$ cat src/rtl/rxq_pkg.sv
package rxq_pkg;

  typedef struct packed {
    logic       on;
    logic       ie;
    logic [2:0] dcode;
    logic       mode;
    logic [2:0] tcode;
  } rxq_cfg_t;

  // Usable capacity selected by a depth code
  function automatic int unsigned cap_of(input logic [2:0] code);
    int unsigned c;
    case (code)
      3'd0:    c = 0;
      3'd1:    c = 4;
      3'd2:    c = 8;
      3'd3:    c = 16;
      3'd4:    c = 32;
      3'd5:    c = 48;
      3'd6:    c = 64;
      default: c = 128;
    endcase
    return c;
  endfunction

  // Fill count that corresponds to (n+1)/8 of the capacity, rounded up
  function automatic int unsigned thr_of(input int unsigned cap, input logic [2:0] n);
    return (cap * (int'(n) + 1) + 7) / 8;
  endfunction

endpackage

$ cat src/rtl/rxq_ctrl_reg.sv
module rxq_ctrl_reg
  import rxq_pkg::*;
(
  input  logic        clk,
  input  logic        rst_n,
  input  logic        wr,
  input  logic [3:0]  be,
  input  logic [31:0] wdata,
  output rxq_cfg_t    cfg,
  output logic [31:0] rdata,
  output logic        flush
);

  rxq_cfg_t cfg_q;
  rxq_cfg_t cfg_d;
  logic     unused_bits;

  assign unused_bits = ^{wdata[31:16], wdata[11], wdata[7:2], be[3:2]};

  always_comb begin
    cfg_d = cfg_q;
    if (wr) begin
      if (be[0]) begin
        cfg_d.on = wdata[0];
        cfg_d.ie = wdata[1];
      end
      if (be[1]) begin
        cfg_d.dcode = wdata[10:8];
        cfg_d.mode  = wdata[12];
        cfg_d.tcode = wdata[15:13];
      end
    end
  end

  // Empty the queue on a capacity change or when switched off
  assign flush = wr && ((cfg_d.dcode != cfg_q.dcode) || (cfg_q.on && !cfg_d.on));

  always_ff @(posedge clk or negedge rst_n) begin
    if (!rst_n) begin
      cfg_q <= '0;
    end else if (wr) begin
      cfg_q <= cfg_d;
    end
  end

  assign cfg   = cfg_q;
  assign rdata = {16'h0000, cfg_q.tcode, cfg_q.mode, 1'b0, cfg_q.dcode, 6'b000000, cfg_q.ie, cfg_q.on};

  // a write with no byte lane enabled leaves the readback unchanged
  a_r2_no_lane_no_change: assert property (@(posedge clk) disable iff (!rst_n)
    (wr && be == 4'b0000) |=> $stable(rdata));

  // the upper lanes never carry state
  a_r2_upper_zero: assert property (@(posedge clk) disable iff (!rst_n)
    wr |=> rdata[31:16] == 16'h0000);

endmodule

$ cat src/rtl/rxq_store.sv
module rxq_store #(
  parameter int unsigned DATA_W    = 32,
  parameter int unsigned MAX_DEPTH = 128,
  localparam int unsigned AW = $clog2(MAX_DEPTH),
  localparam int unsigned CW = $clog2(MAX_DEPTH + 1)
) (
  input  logic              clk,
  input  logic              rst_n,
  input  logic              flush,
  input  logic              on,
  input  logic [CW-1:0]     cap,
  input  logic              push_valid,
  input  logic [DATA_W-1:0] push_data,
  input  logic              pop_req,
  output logic [DATA_W-1:0] pop_data,
  output logic              full,
  output logic              empty,
  output logic [CW-1:0]     level,
  output logic              overflow,
  output logic              push_acc,
  output logic              pop_acc
);

  logic [DATA_W-1:0] mem [MAX_DEPTH];
  logic [AW-1:0]     wr_q, wr_d, rd_q, rd_d;
  logic [CW-1:0]     cnt_q, cnt_d;
  logic              ovf_q, ovf_d;
  logic              ovf_hit;

  assign full  = (cnt_q == cap);
  assign empty = (cnt_q == '0);

  assign push_acc = on && push_valid && !full && !flush;
  assign pop_acc  = pop_req && !empty && !flush;
  assign ovf_hit  = on && push_valid && full && !flush;

  // Pointers wrap at the configured capacity, not at a power of two
  always_comb begin
    wr_d  = wr_q;
    rd_d  = rd_q;
    cnt_d = cnt_q;
    ovf_d = ovf_q | ovf_hit;
    if (flush) begin
      wr_d  = '0;
      rd_d  = '0;
      cnt_d = '0;
      ovf_d = 1'b0;
    end else begin
      if (push_acc) begin
        wr_d = (CW'(wr_q) + CW'(1) == cap) ? '0 : wr_q + AW'(1);
      end
      if (pop_acc) begin
        rd_d = (CW'(rd_q) + CW'(1) == cap) ? '0 : rd_q + AW'(1);
      end
      case ({push_acc, pop_acc})
        2'b10:   cnt_d = cnt_q + CW'(1);
        2'b01:   cnt_d = cnt_q - CW'(1);
        default: cnt_d = cnt_q;
      endcase
    end
  end

  always_ff @(posedge clk or negedge rst_n) begin
    if (!rst_n) begin
      wr_q  <= '0;
      rd_q  <= '0;
      cnt_q <= '0;
      ovf_q <= 1'b0;
    end else begin
      wr_q  <= wr_d;
      rd_q  <= rd_d;
      cnt_q <= cnt_d;
      ovf_q <= ovf_d;
    end
  end

  // Storage array, written only on an accepted push
  always_ff @(posedge clk) begin
    if (push_acc) begin
      mem[wr_q] <= push_data;
    end
  end

  assign pop_data = mem[rd_q];
  assign level    = cnt_q;
  assign overflow = ovf_q;

  // the level never exceeds the configured capacity
  a_r3_level_bounded: assert property (@(posedge clk) disable iff (!rst_n)
    cnt_q <= cap);

  // a push into a full queue does not change the level
  a_r6_drop_when_full: assert property (@(posedge clk) disable iff (!rst_n)
    (full && push_valid && !pop_req && !flush) |=> cnt_q == $past(cnt_q));

  // overflow only falls through a flush
  a_r6_sticky: assert property (@(posedge clk) disable iff (!rst_n)
    ovf_q |=> (ovf_q || $past(flush)));

  // popping an empty queue leaves it empty
  a_r7_pop_empty: assert property (@(posedge clk) disable iff (!rst_n)
    (empty && pop_req && !push_valid) |=> cnt_q == '0);

endmodule

$ cat src/rtl/rxq_irq.sv
module rxq_irq
  import rxq_pkg::*;
#(
  parameter int unsigned MAX_DEPTH = 128,
  localparam int unsigned CW = $clog2(MAX_DEPTH + 1)
) (
  input  logic          clk,
  input  logic          rst_n,
  input  logic          ie,
  input  logic          mode,
  input  logic [2:0]    tcode,
  input  logic [CW-1:0] cap,
  input  logic [CW-1:0] level,
  input  logic          push_acc,
  input  logic          pop_acc,
  output logic          irq
);

  logic [CW:0] thr;
  logic        thr_hit, msg_hit;
  logic        irq_q, irq_d;
  logic        thr_q, thr_d;

  assign thr = (CW+1)'(thr_of(int'(cap), tcode));

  // Crossing: a lone push lifts the level onto the threshold
  assign thr_hit = push_acc && !pop_acc && !mode && ({1'b0, level} + (CW+1)'(1) == thr);
  assign msg_hit = push_acc && mode;

  always_comb begin
    thr_d = ie && thr_hit;
    irq_d = ie && (thr_hit || msg_hit);
  end

  always_ff @(posedge clk or negedge rst_n) begin
    if (!rst_n) begin
      irq_q <= 1'b0;
      thr_q <= 1'b0;
    end else begin
      irq_q <= irq_d;
      thr_q <= thr_d;
    end
  end

  assign irq = irq_q;

  // no request unless interrupts were enabled
  a_r12_gated: assert property (@(posedge clk) disable iff (!rst_n)
    irq_q |-> $past(ie));

  // a threshold pulse lasts one cycle
  a_r10_one_cycle: assert property (@(posedge clk) disable iff (!rst_n)
    thr_q |=> !thr_q);

  // every stored word raises a request in per-message mode
  a_r11_each_msg: assert property (@(posedge clk) disable iff (!rst_n)
    (ie && mode && push_acc) |=> irq_q);

endmodule

$ cat src/rtl/rxq_fifo.sv
module rxq_fifo
  import rxq_pkg::*;
#(
  parameter int unsigned DATA_W    = 32,
  parameter int unsigned MAX_DEPTH = 128,
  localparam int unsigned CW = $clog2(MAX_DEPTH + 1)
) (
  input  logic              clk,
  input  logic              rst_n,
  input  logic              cfg_wr,
  input  logic [3:0]        cfg_be,
  input  logic [31:0]       cfg_wdata,
  output logic [31:0]       cfg_rdata,
  input  logic              push_valid,
  input  logic [DATA_W-1:0] push_data,
  input  logic              pop_req,
  output logic [DATA_W-1:0] pop_data,
  output logic              full,
  output logic              empty,
  output logic [CW-1:0]     level,
  output logic              overflow,
  output logic              irq
);

  logic        rst_meta_q, rst_sync_q;
  rxq_cfg_t    cfg;
  logic        flush;
  logic [CW-1:0] cap;
  logic        push_acc, pop_acc;
  int unsigned cap_raw;

  // Asynchronous assertion, synchronous release
  always_ff @(posedge clk or negedge rst_n) begin
    if (!rst_n) begin
      rst_meta_q <= 1'b0;
      rst_sync_q <= 1'b0;
    end else begin
      rst_meta_q <= 1'b1;
      rst_sync_q <= rst_meta_q;
    end
  end

  rxq_ctrl_reg ctrl_i (
    .clk   (clk),
    .rst_n (rst_sync_q),
    .wr    (cfg_wr),
    .be    (cfg_be),
    .wdata (cfg_wdata),
    .cfg   (cfg),
    .rdata (cfg_rdata),
    .flush (flush)
  );

  always_comb begin
    cap_raw = cap_of(cfg.dcode);
    if (cap_raw > MAX_DEPTH) begin
      cap_raw = MAX_DEPTH;
    end
  end
  assign cap = CW'(cap_raw);

  rxq_store #(
    .DATA_W    (DATA_W),
    .MAX_DEPTH (MAX_DEPTH)
  ) store_i (
    .clk        (clk),
    .rst_n      (rst_sync_q),
    .flush      (flush),
    .on         (cfg.on),
    .cap        (cap),
    .push_valid (push_valid),
    .push_data  (push_data),
    .pop_req    (pop_req),
    .pop_data   (pop_data),
    .full       (full),
    .empty      (empty),
    .level      (level),
    .overflow   (overflow),
    .push_acc   (push_acc),
    .pop_acc    (pop_acc)
  );

  rxq_irq #(
    .MAX_DEPTH (MAX_DEPTH)
  ) irq_i (
    .clk      (clk),
    .rst_n    (rst_sync_q),
    .ie       (cfg.ie),
    .mode     (cfg.mode),
    .tcode    (cfg.tcode),
    .cap      (cap),
    .level    (level),
    .push_acc (push_acc),
    .pop_acc  (pop_acc),
    .irq      (irq)
  );

  // a switched-off queue holds nothing
  a_r4_off_empty: assert property (@(posedge clk) disable iff (!rst_sync_q)
    !cfg.on |-> level == '0);

  // capacity code 0 flags full and empty together
  a_r9_zero_cap: assert property (@(posedge clk) disable iff (!rst_sync_q)
    (cfg.dcode == 3'd0) |-> (full && empty));

  // a capacity change leaves the queue empty
  a_r8_flush_level: assert property (@(posedge clk) disable iff (!rst_sync_q)
    flush |=> (level == '0 && !overflow));

endmodule

$ cat config.mk
export PLATFORM = sky130hd
export DESIGN_NAME = rxq_fifo
export DESIGN_NICKNAME = d
export VERILOG_FILES = /design/src/rtl/rxq_pkg.sv /design/src/rtl/rxq_ctrl_reg.sv /design/src/rtl/rxq_store.sv /design/src/rtl/rxq_irq.sv /design/src/rtl/rxq_fifo.sv
export SDC_FILE = /design/constraint.sdc
export NUM_CORES = 2
export LEC_CHECK = 0
export BUFFER_PORTS_ARGS = -buffer_cell sky130_fd_sc_hd__buf_2
export CORE_ASPECT_RATIO = 1.75
export CORE_MARGIN = 10
export CORE_UTILIZATION = 30
export DETAILED_ROUTE_END_ITERATION = 10
export GPL_TIMING_DRIVEN = 0
export HOLD_SLACK_MARGIN = 0.06
export PLACE_DENSITY = 0.49
export SKIP_CTS_REPAIR_TIMING = 1
export SLEW_MARGIN = 15
export SYNTH_ARGS = -nofsm -noshare
export SYNTH_HDL_FRONTEND = slang
export SYNTH_SLANG_ARGS = --single-unit
$ cat constraint.sdc
create_clock -name clk -period 3.9 [get_ports clk]
set_input_delay 0.195 -clock clk [delete_from_list [all_inputs] [get_ports clk]]
set_output_delay 0.195 -clock clk [all_outputs]
set_load 0.03 [all_outputs]
==> results by group <==
Timing
  – Final setup vio count: 624
  – RSZ-0062 raised after global routing: yes
  – Slew headroom: 0.241
  – Crit share post-route: 1.26
  – Clock Skew: between 0.05 and 0.06 ns
  – Slew @ Worst Pin: 1.14 ns
  – Max-slew violation count: 0
  – Final setup margin: -1.02 ns
  – F_max: slightly above 0.2 GHz
  – Final hold vios: 0
  – Clock period minus worst slack: approximately 4.9 ns

Yosys
  – Yosys warnings: 0
  – Yosys cell types: 67
  – Prevailing post-synth register cell: edfxtp_1
  – Gate Count Post-Synth: between 6000 and 7000
  – Mapped Area: ~160000 um^2
  – Dominant cells by area after synthesis: edfxtp_1, mux4_2, mux2i_1, dfrtp_1, o22ai_1
  – Number of synthesized flops with an enable pin: slightly above 4000
  – Cell taking the most area after synthesis: edfxtp_1
  – Most common cell in the synthesized netlist: edfxtp_1
  – FFs w/ async S/R, synth: 0.00847
  – Post-synth top cells: edfxtp_1, mux4_2, mux2i_1, nor2_1, clkbuf_1
  – Seq cells post-synth: around 4100
  – Top cell type's share of synthesized area: 0.772
  – Mean area per synthesized cell: approximately 23 um^2
  – Seq/Total Area, Yosys: 0.777

Placement
  – Hpwl dp: between 300000 and 400000 um
  – Port bufs: 100
  – Pre-CTS setup slack: -2.49 ns
  – Placed Cells: 14100
  – Placer Congestion: roughly 0.86
  – Area after DPL: about 170000 um^2

Floorplan
  – Row cnt: 354
  – Top Ports: 149
  – Initial Util: 0.301
  – Die Span Y: 984 um
  – Die area: ~560000 um^2
  – Total core area: between 500000 and 600000 um^2
  – Die W: about 570 um

Routing
  – Post-Route WL: around 500000 um
  – Met1 wire length: between 150000 and 200000 um
  – Top layer in use: met4
  – Starting DRT DRC Count: between 7000 and 8000
  – Vias per cell: 5.07
  – Met2 routed WL: approximately 280000 um
  – DRC violations left: 0
  – Met3 routed WL: about 24000 um
  – Antenna Nets Post-Route: 0
  – DR pass1 iterations: 6
  – Per-cell routed wire length: between 30 and 40 um
  – Via total after detailed routing: approximately 76000

Min path
  – Hold EP: store_i.rd_q[0]
  – Hold depth: 5
  – Hold Path Class: in2reg
  – Min-delay src: cfg_be[1]

Global routing
  – Final global-route overflow total: 0
  – Largest net degree at the start of global routing: just under 90
  – Total track usage: 0.172
  – Vias in the first global route: between 70000 and 80000
  – First-pass GRT wire length: a little under 700000 um
  – Initial antenna violation count: 42

Critical path
  – Worst setup SP type: flop
  – Worst Reg-to-Reg Cells: 15
  – Crit Reg-Reg Startpoint: ctrl_i.cfg[6]
  – Critical Path Fanout Max: 9
  – WP data required: ~3.7 ns
  – Data arrival, critical path: 4.73 ns
  – R2r setup slk: -0.62 ns
  – Kind of critical path: reg2out
  – Crit Reg-Reg Endpoint: irq_i.irq
  – Crit end category: primary output

Run
  – MaxCap Viol Count: 0

Final layout
  – Layout cells sized above 1: 0.356
  – Post-route cell area: 192000 um^2
  – P&R area growth vs syn: 20.8%
  – Register area: about 120000 um^2
  – Multi-input gate area: about 37000 um^2
  – Final Non-Filler Cells: roughly 15000
  – Filler cell count: around 48000
  – Nets: approximately 8000
  – Final core utilization: 0.363

Clock network
  – Clock Tree Buf Depth: 4
  – Clock sinks: a little over 4000
  – Cts bufs inserted: 378
  – Clk_lat worst skew: between 0.9 and 1 ns
  – H-tree levels: 5
  – Worst-path clk slew: 0.07 ns
  – CTS tree: done
  – Root Driver: clkbuf_16

Power and ir drop
  – PD cells: 597 nW/um^2
  – Pleak: around 59 nW
  – Peak supply drop: 0.398 mV
  – Total power: 115 mW

Run status
  – Status: complete, but fails checks
  – Failing checks: setup timing
-- area by class of cell --
| cell class | count | share of cell area |
|---|---|---|
| sequential | 4131 | 0.644 |
| multi-input combinational | 2290 | 0.195 |
| antenna | 33 | 0.000429 |
| inverter | 28 | 0.000572 |
| clock inverter | 223 | 0.0107 |
| clock buffer | 462 | 0.0518 |
| buffer | 396 | 0.0153 |
| tap | 6942 | 0.0451 |
| timing repair buffer | 477 | 0.0377 |
-- report_power, final --
group	leakage, nW	switching, mW	internal (mW)
logic	16.1	16.2	12.6
registers	37.3	0.148	48.9
clock network	5.86	16.6	20.5
total	59.2	33.0	82.0
-- stage by stage --
step	hold slack, ns	setup TNS, ns
CTS	-0.983	-3670.71
global route	0.100	-122.23
global placement	-0.0163	-
floorplan	-0.101	-5.37
finish	0.0204	-85.40
detailed placement	-0.0130	-3673.96
-- state kept, by name, summed over array words and instances, names as in the netlist --
name / cells
ctrl_i.cfg: 9
irq_i.irq: 1
rst_meta_q: 1
rst_sync_q: 1
store_i.level: 8
store_i.mem: 4096
store_i.overflow: 1
store_i.rd_q: 7
store_i.wr_q: 7
-- worst max path at each step --
stage | startpoint | endpoint | slack [ns] | cells past startpoint
finish | store_i.rd_q[0] | pop_data[0] | -1.02 | 11
floorplan | ctrl_i.cfg[5] | irq_i.irq | -0.11 | 16
CTS | store_i.rd_q[2] | pop_data[7] | -3.17 | 11
global placement | ctrl_i.cfg[5] | store_i.mem[86][9] | -4.50 | 8
global route | store_i.rd_q[4] | pop_data[9] | -0.92 | 8
detailed placement | ctrl_i.cfg[5] | store_i.mem[71][10] | -2.49 | 11
-- routing by layer --
| metal | vias to the layer above | track usage |
|---|---|---|
| met1 | 41600 | 0.185 |
| li1 | 31000 | - |
| met3 | 738 | 0.0227 |
| met4 | 0 | 0.0970 |
| met5 | - | 0 |
| met2 | 2493 | 0.323 |
-- cell families (layout without fill, tap and decap cells) --
| logic type | Yosys count | count (layout) | synth area share |
|---|---|---|---|
| flip-flops | 4131 | 4131 | 0.777 |
| multiplexers | 1449 | 1449 | 0.179 |
| AND/OR/NAND/NOR | 430 | 430 | 0.0123 |
| buffers and inverters | 425 | 1586 | 0.0123 |
| AO/OA/AOI/OAI | 302 | 302 | 0.0130 |
| XOR/XNOR | 45 | 45 | 0.00247 |
| adder cells (fa/ha/maj) | 40 | 40 | 0.00356 |
| other | 2 | 57 | 0.0000471 |
-- worst max-delay path, stage by stage, from the launching register on --
cell and delay, ns:
dfrtp_2 0.45, buf_12 0.22, buf_16 0.20, buf_12 0.16, buf_12 0.15, buf_4 0.12
mux4_2 0.52, mux2i_2 0.45, o22ai_1 0.34, nor4_4 0.37, o211ai_1 0.44, buf_2 0.33
-- placed cells by master (no fill, tap or decap), types with 33 or more instances in the layout --
master and count:
xnor2_1 35, o22ai_2 75, edfxtp_1 4096, clkbuf_16 390
buf_2 115, clkinv_2 60, nor2_4 130, clkbuf_2 84
buf_16 100, buf_6 84, bufinv_16 35, buf_12 131
clkbuf_1 126, diode_2 33, dlygate4sd3_1 55, mux2i_1 191
buf_4 160, clkinv_1 94, nand2_1 114, mux4_2 1120
nor2_1 34, o211ai_1 67, mux2i_4 89, clkbuf_4 57
mux2i_2 41
Note: power is estimated with default switching activity, not from simulation.
